--- src/rtl/tick_pkg.sv ---
package tick_pkg;

    typedef enum logic [2:0] {
        ADR_T0   = 3'd0,
        ADR_T1   = 3'd1,
        ADR_CTRL = 3'd2,
        ADR_FLAG = 3'd3,
        ADR_CMD  = 3'd4
    } reg_addr_e;

    // control register, bit 3 down to bit 0
    typedef struct packed {
        logic wdt_short;
        logic t1_run;
        logic t1_ext;
        logic t0_slow;
    } ctrl_t;

    localparam int CTRL_W   = $bits(ctrl_t);
    localparam int FLAG_N   = 3;
    localparam int FLG_DIV  = 0;
    localparam int FLG_T0   = 1;
    localparam int FLG_T1   = 2;
    localparam int CMD_DIV  = 0;
    localparam int CMD_WDT  = 1;

    function automatic logic reg_hit(input logic en, input logic [2:0] adr,
                                     input reg_addr_e target);
        return en && (adr == target);
    endfunction

endpackage

--- src/rtl/tick_prescale.sv ---
module tick_prescale #(
    parameter int LOG2_FAST = 2,
    parameter int LOG2_SLOW = 10
) (
    input  logic clk,
    input  logic rst,
    input  logic restart,
    input  logic slow_sel,
    output logic tick
);
    localparam int CW = (LOG2_SLOW > LOG2_FAST) ? LOG2_SLOW : LOG2_FAST;

    logic [CW-1:0] cnt;

    always_ff @(posedge clk) begin
        if (rst || restart) cnt <= '0;
        else                cnt <= cnt + 1'b1;
    end

    assign tick = slow_sel ? (&cnt[LOG2_SLOW-1:0]) : (&cnt[LOG2_FAST-1:0]);
endmodule

--- src/rtl/tick_edge_sync.sv ---
module tick_edge_sync (
    input  logic clk,
    input  logic rst,
    input  logic pin,
    output logic rise
);
    logic [2:0] sh;

    always_ff @(posedge clk) begin
        if (rst) sh <= '0;
        else     sh <= {sh[1:0], pin};
    end

    // sh[0], sh[1] synchronise; sh[2] remembers the previous level
    assign rise = sh[1] & ~sh[2];
endmodule

--- src/rtl/tick_downcount.sv ---
module tick_downcount #(
    parameter int W           = 8,
    parameter bit AUTO_RELOAD = 1'b0
) (
    input  logic         clk,
    input  logic         rst,
    input  logic         load,
    input  logic [W-1:0] load_val,
    input  logic [W-1:0] reload_val,
    input  logic         run_en,
    input  logic         tick,
    output logic [W-1:0] cnt,
    output logic         evt
);
    localparam logic [W-1:0] ONE = W'(1);

    logic active;
    logic step;

    generate
        if (AUTO_RELOAD) begin : g_reload
            assign active = 1'b1;
        end else begin : g_oneshot
            logic act_q;
            always_ff @(posedge clk) begin
                if (rst)       act_q <= 1'b0;
                else if (load) act_q <= |load_val;
                else if (evt)  act_q <= 1'b0;
            end
            assign active = act_q;
        end
    endgenerate

    assign step = tick & run_en & active & ~load;
    assign evt  = step & (cnt <= ONE);

    always_ff @(posedge clk) begin
        if (rst)       cnt <= '0;
        else if (load) cnt <= load_val;
        else if (step) cnt <= (cnt <= ONE) ? reload_val : cnt - ONE;
    end
endmodule

--- src/rtl/tick_divider.sv ---
module tick_divider #(
    parameter int W = 14
) (
    input  logic         clk,
    input  logic         rst,
    input  logic         clear,
    output logic [W-1:0] cnt,
    output logic         evt
);
    always_ff @(posedge clk) begin
        if (rst || clear) cnt <= '0;
        else              cnt <= cnt + 1'b1;
    end

    assign evt = (&cnt) & ~clear;
endmodule

--- src/rtl/tick_watchdog.sv ---
module tick_watchdog #(
    parameter int LONG_W  = 18,
    parameter int SHORT_W = 14,
    parameter bit ENABLE  = 1'b1
) (
    input  logic clk,
    input  logic rst,
    input  logic clear,
    input  logic short_sel,
    output logic pulse
);
    logic [LONG_W-1:0] cnt;
    logic              at_end;

    assign at_end = short_sel ? (&cnt[SHORT_W-1:0]) : (&cnt);

    always_ff @(posedge clk) begin
        if (rst || clear || !ENABLE) begin
            cnt   <= '0;
            pulse <= 1'b0;
        end else begin
            cnt   <= at_end ? '0 : cnt + 1'b1;
            pulse <= at_end;
        end
    end
endmodule

--- src/rtl/tick_unit.sv ---
module tick_unit
    import tick_pkg::*;
#(
    parameter int TMR_W         = 8,
    parameter int DIV_W         = 14,
    parameter int WDT_LONG_W    = 18,
    parameter int WDT_SHORT_W   = 14,
    parameter int PRE_FAST_LOG2 = 2,
    parameter int PRE_SLOW_LOG2 = 10,
    parameter bit WDT_ENABLE    = 1'b1
) (
    input  logic             clk,
    input  logic             rst,
    input  logic             wr_en,
    input  logic [2:0]       wr_addr,
    input  logic [TMR_W-1:0] wr_data,
    input  logic [2:0]       rd_addr,
    output logic [TMR_W-1:0] rd_data,
    input  logic             ev_pin,
    output logic             irq_div,
    output logic             irq_t0,
    output logic             irq_t1,
    output logic             wdt_rst
);
    logic wr_t0, wr_t1, wr_ctrl, wr_flag, wr_cmd;
    assign wr_t0   = reg_hit(wr_en, wr_addr, ADR_T0);
    assign wr_t1   = reg_hit(wr_en, wr_addr, ADR_T1);
    assign wr_ctrl = reg_hit(wr_en, wr_addr, ADR_CTRL);
    assign wr_flag = reg_hit(wr_en, wr_addr, ADR_FLAG);
    assign wr_cmd  = reg_hit(wr_en, wr_addr, ADR_CMD);

    ctrl_t            ctrl_q;
    logic [TMR_W-1:0] t1_reload;

    always_ff @(posedge clk) begin
        if (rst) begin
            ctrl_q    <= '0;
            t1_reload <= '0;
        end else begin
            if (wr_ctrl) ctrl_q    <= ctrl_t'(wr_data[CTRL_W-1:0]);
            if (wr_t1)   t1_reload <= wr_data;
        end
    end

    // timer 0: one-shot, selectable prescale
    logic             t0_tick, evt_t0;
    logic [TMR_W-1:0] t0_cnt;

    tick_prescale #(.LOG2_FAST(PRE_FAST_LOG2), .LOG2_SLOW(PRE_SLOW_LOG2)) u_pre0 (
        .clk(clk), .rst(rst), .restart(wr_t0), .slow_sel(ctrl_q.t0_slow), .tick(t0_tick)
    );

    tick_downcount #(.W(TMR_W), .AUTO_RELOAD(1'b0)) u_t0 (
        .clk(clk), .rst(rst), .load(wr_t0), .load_val(wr_data), .reload_val('0),
        .run_en(1'b1), .tick(t0_tick), .cnt(t0_cnt), .evt(evt_t0)
    );

    // timer 1: auto-reload, internal or external source
    logic             t1_int_tick, ev_rise, t1_tick, evt_t1;
    logic [TMR_W-1:0] t1_cnt;

    tick_prescale #(.LOG2_FAST(PRE_FAST_LOG2), .LOG2_SLOW(PRE_FAST_LOG2)) u_pre1 (
        .clk(clk), .rst(rst), .restart(wr_t1), .slow_sel(1'b0), .tick(t1_int_tick)
    );

    tick_edge_sync u_evsync (.clk(clk), .rst(rst), .pin(ev_pin), .rise(ev_rise));

    assign t1_tick = ctrl_q.t1_ext ? ev_rise : t1_int_tick;

    tick_downcount #(.W(TMR_W), .AUTO_RELOAD(1'b1)) u_t1 (
        .clk(clk), .rst(rst), .load(wr_t1), .load_val(wr_data), .reload_val(t1_reload),
        .run_en(ctrl_q.t1_run), .tick(t1_tick), .cnt(t1_cnt), .evt(evt_t1)
    );

    // divider and watchdog
    logic [DIV_W-1:0] div_cnt;
    logic             evt_div;

    tick_divider #(.W(DIV_W)) u_div (
        .clk(clk), .rst(rst), .clear(wr_cmd && wr_data[CMD_DIV]), .cnt(div_cnt), .evt(evt_div)
    );

    tick_watchdog #(.LONG_W(WDT_LONG_W), .SHORT_W(WDT_SHORT_W), .ENABLE(WDT_ENABLE)) u_wdt (
        .clk(clk), .rst(rst), .clear(wr_cmd && wr_data[CMD_WDT]),
        .short_sel(ctrl_q.wdt_short), .pulse(wdt_rst)
    );

    // sticky flags, set has priority over write-one-to-clear
    logic [FLAG_N-1:0] flag_q, flag_evt, flag_clr;
    assign flag_evt = {evt_t1, evt_t0, evt_div};
    assign flag_clr = wr_flag ? wr_data[FLAG_N-1:0] : '0;

    generate
        for (genvar g = 0; g < FLAG_N; g++) begin : g_flag
            always_ff @(posedge clk) begin
                if (rst) flag_q[g] <= 1'b0;
                else     flag_q[g] <= (flag_q[g] & ~flag_clr[g]) | flag_evt[g];
            end
        end
    endgenerate

    assign irq_div = flag_q[FLG_DIV];
    assign irq_t0  = flag_q[FLG_T0];
    assign irq_t1  = flag_q[FLG_T1];

    always_comb begin
        case (rd_addr)
            ADR_T0:   rd_data = t0_cnt;
            ADR_T1:   rd_data = t1_cnt;
            ADR_CTRL: rd_data = TMR_W'(ctrl_q);
            ADR_FLAG: rd_data = TMR_W'(flag_q);
            default:  rd_data = '0;
        endcase
    end
endmodule

--- config.mk ---
export PLATFORM = sky130hd
export DESIGN_NAME = tick_unit
export DESIGN_NICKNAME = d
export VERILOG_FILES = /design/src/rtl/tick_pkg.sv /design/src/rtl/tick_prescale.sv /design/src/rtl/tick_edge_sync.sv /design/src/rtl/tick_downcount.sv /design/src/rtl/tick_divider.sv /design/src/rtl/tick_watchdog.sv /design/src/rtl/tick_unit.sv
export SDC_FILE = /design/constraint.sdc
export NUM_CORES = 1
export LEC_CHECK = 0
export ABC_AREA = 1
export BUFFER_PORTS_ARGS = -buffer_cell sky130_fd_sc_hd__buf_2
export CAP_MARGIN = 10
export CORE_ASPECT_RATIO = 1.1
export CORE_MARGIN = 3
export CORE_UTILIZATION = 31
export DETAILED_ROUTE_END_ITERATION = 10
export PLACE_DENSITY = 0.52
export SLEW_MARGIN = 25
export SYNTH_ARGS = -nofsm -noshare
export SYNTH_HDL_FRONTEND = slang
export SYNTH_SLANG_ARGS = --single-unit
--- constraint.sdc ---
create_clock -name clk -period 3.1 [get_ports clk]
set_input_delay 0.155 -clock clk [delete_from_list [all_inputs] [get_ports clk]]
set_output_delay 0.155 -clock clk [all_outputs]
set_load 0.03 [all_outputs]
==> results by group <==
Floorplanning
  • Core area: 12700 sq um
  • Chip height: 126 um
  • IO Count: 30
  • Row count: 43
  • Die ar.: 14500 sq um
  • Initial Util: 31.9%
  • Die X: about 120 um

Synthesis
  • Net count after synthesis: 601
  • Syn Area/Cell: 7.05 sq um
  • Unique masters post-synth: 38
  • Top cells by area, synth: dfxtp_1, nand2_1, inv_1
  • Post-synthesis sequential area ratio: 39.5%
  • Yosys warning count: 0
  • Post-synth top area share: 39.5%
  • Syn Inst Count: 575
  • Netlist Area Pre-Place: 4060 sq um
  • FF+latch count, synth: 80
  • Largest area contributor in the netlist: dfxtp_1

Worst setup path
  • Crit path kind: flop to flop
  • Critical path arrival: 1970 ps
  • WP data required: 3370 ps
  • Worst R2R Path Depth: 8
  • R2r setup slk: about 1400 ps
  • Worst setup startpoint: u_t1.cnt[0]
  • Crit Path Max Fanout: 16
  • FF-to-FF Start: u_t1.cnt[0]
  • Setup crit start kind: flop
  • Reg2reg end: u_t1.cnt[7]
  • Crit path capture: u_t1.cnt[7]
  • Crit. End Element: flop

Placed design
  • Post-DP HPWL: 7360 um
  • # port buffers: 29
  • Place WS: 1430 ps
  • Placed cells: 755
  • Post-Place Cell Area: roughly 4400 sq um
  • Placer Congestion: about 0.88

Clock network
  • Bufs on Longest Clock Path: 2
  • Hold buffer count at CTS: 1
  • Clk_lat worst skew: 340 ps
  • Cts repair resizes: 0
  • Reg clk slew, reported paths: 60 ps
  • Postcts setup bufs: 0
  • Root Buffer: clkbuf_16
  • H-tree Lvls: 3
  • Clock Sinks: 80
  • TritonCTS clock tree: yes
  • CTS Buf Count: 9

Timing
  • Setup TNS: 0 ps
  • Count of final setup violators: 0
  • Relative slew slack: roughly two thirds
  • Setup ws final: 1400 ps
  • Final Cycle Share: between 50% and 60%
  • Max Slew Vio Count: 0
  • Post-layout min period: 1700 ps
  • Slew @ Worst Pin: 490 ps
  • Max Freq: 589 MHz
  • Final Skew: around 4.4 ps
  • Final hold viol count: 0
  • RSZ-0062 raised after global routing: no

Detailed routing
  • Drt drc: 0
  • Final wirelength: 9940 um
  • DR vias/cell: 4.93
  • Vias after detailed routing: 3807
  • Drt pass-1 iters: 5
  • Routed length per instance: 12.9 um
  • Routed Antenna Nets: 0
  • Drt first-iter violations: between 150 and 200

Cells and area
  • Fin nets: 636
  • Final Instance Area: 4690 sq um
  • Final Util: 36.9%
  • Synthesis-to-finish area growth: 15.6%
  • Layout cells sized above 1: 12.0%
  • # diodes: 0
  • Post-Layout Cell Count: between 700 and 800

Status
  • Status: completed

Pwr
  • Peak supply drop: 0.253 mV
  • Leakage power: 0.00196 uW
  • Power Density: 515 nW/um^2

Global route
  • Initial antenna violation count: 1
  • Largest net degree at the start of global routing: 32
  • Gr usage total: 14.3%
  • Vias in the first global route: 3601
  • GRT overflow: 0
  • First-pass GRT wire length: around 17000 um

Hold path
  • Worst hold path class: primary input to flop

Run
  • Max-cap viol count: 0
## kinds of logic after synthesis
| kind of cell | share of synthesized area [%] |
|---|---|
| AOI/OAI and AO/OA | 12.2 |
| adders and majority gates | 2.47 |
| DFF | 39.5 |
| and+or+nand+nor | 34.0 |
| xor gates and xnor gates | 3.02 |
| buffers and inverters | 8.76 |
## metal layers
layer / wire, um / track usage, % / vias to the layer above
met5: 7 / 0 / -
met4: 278 / 5.87 / 2
met2: 4260 / 21.3 / 93
met3: 582 / 4.81 / 23
met1: 4820 / 19.0 / 1726
li1: - / - / 1963
## critical path: stages (launching register included)
cell and delay, ps:
dfxtp_1 350, inv_1 90, ha_1 250, or2_2 300, nand3_2 240, inv_1 100
nand2_1 70, nand3_1 70, a21oi_1 150
## final cells by class
class                   count  area (sq um)
inverters                  83           312
clock inverters             6          90.1
repair buffers             31           163
clock buffers              10           229
multi-input cells         405          2100
fillers                  1360          8010
well taps                 157           196
flip-flops and latches     80          1600
## how the worst min path moves through the flow
stage	startpoint	to	slack, ps	cells after the start
final	wr_data[5]	t1_reload[5]	110	3
after global routing	wr_data[5]	t1_reload[5]	120	3
after CTS	wr_data[5]	t1_reload[5]	100	3
after detailed placement	ev_pin	u_evsync.sh[0]	360	3
after global placement	ev_pin	u_evsync.sh[0]	360	3
after floorplan	ev_pin	u_evsync.sh[0]	260	2
## flip-flops by register name (all words and copies together) (netlist names)
name / count
irq_div: 1
u_wdt.pulse: 1
u_t0.active: 1
u_pre1.cnt: 2
irq_t1: 1
u_wdt.cnt: 18
u_t1.cnt: 8
t1_reload: 8
ctrl_q: 4
u_t0.cnt: 8
u_pre0.cnt: 10
u_div.cnt: 14
u_evsync.sh: 3
irq_t0: 1
## Yosys cell counts (all sizes together)
master and n:
a211oi 1, a21oi 39, a31oi 3, a41oi 2, buf 4, clkbuf 3, dfxtp 80, ha 8
inv 83, nand2 117, nand3 60, nand3b 2, nand4 14, nor2 84, nor3 8, nor3b 1
nor4 4, o2111ai 1, o211ai 4, o21a 2, o21ai 28, o221ai 3, o22ai 6, or2 4
xnor2 3, xor2 11
## power breakdown
group | internal, uW | switching [uW] | total [uW] | leakage, uW
logic | 59.7 | 125 | 185 | 0.00116
clock network | 710 | 453 | 1160 | 0.000153
registers | 1050 | 16.6 | 1070 | 0.000648
total | 1820 | 595 | 2420 | 0.00196
## layout by cell type, fill, tap and decap left out, drive strengths merged
master	instances
nand3b	2
clkinv	1
o221ai	3
nor3b	1
clkbuf	10
dlygate4sd3	1
xnor2	3
a31oi	3
dfxtp	80
nand2	117
a21oi	39
xor2	11
nor2	84
o21ai	28
o211ai	4
a211oi	1
nor3	8
inv	85
nor4	4
ha	8
o22ai	6
bufinv	2
a41oi	2
o2111ai	1
or2	4
nand4	14
clkinvlp	1
buf	30
o21a	2
nand3	60
## per-stage QoR
step / hold slack [ps] / power (uW)
finish: 109 / 2420
global route: 120 / 2530
global placement: 358 / 1270
CTS: 99.3 / 2450
detailed placement: 360 / 1270
floorplan: 262 / 1220
Power figures use the tool's default switching activity.
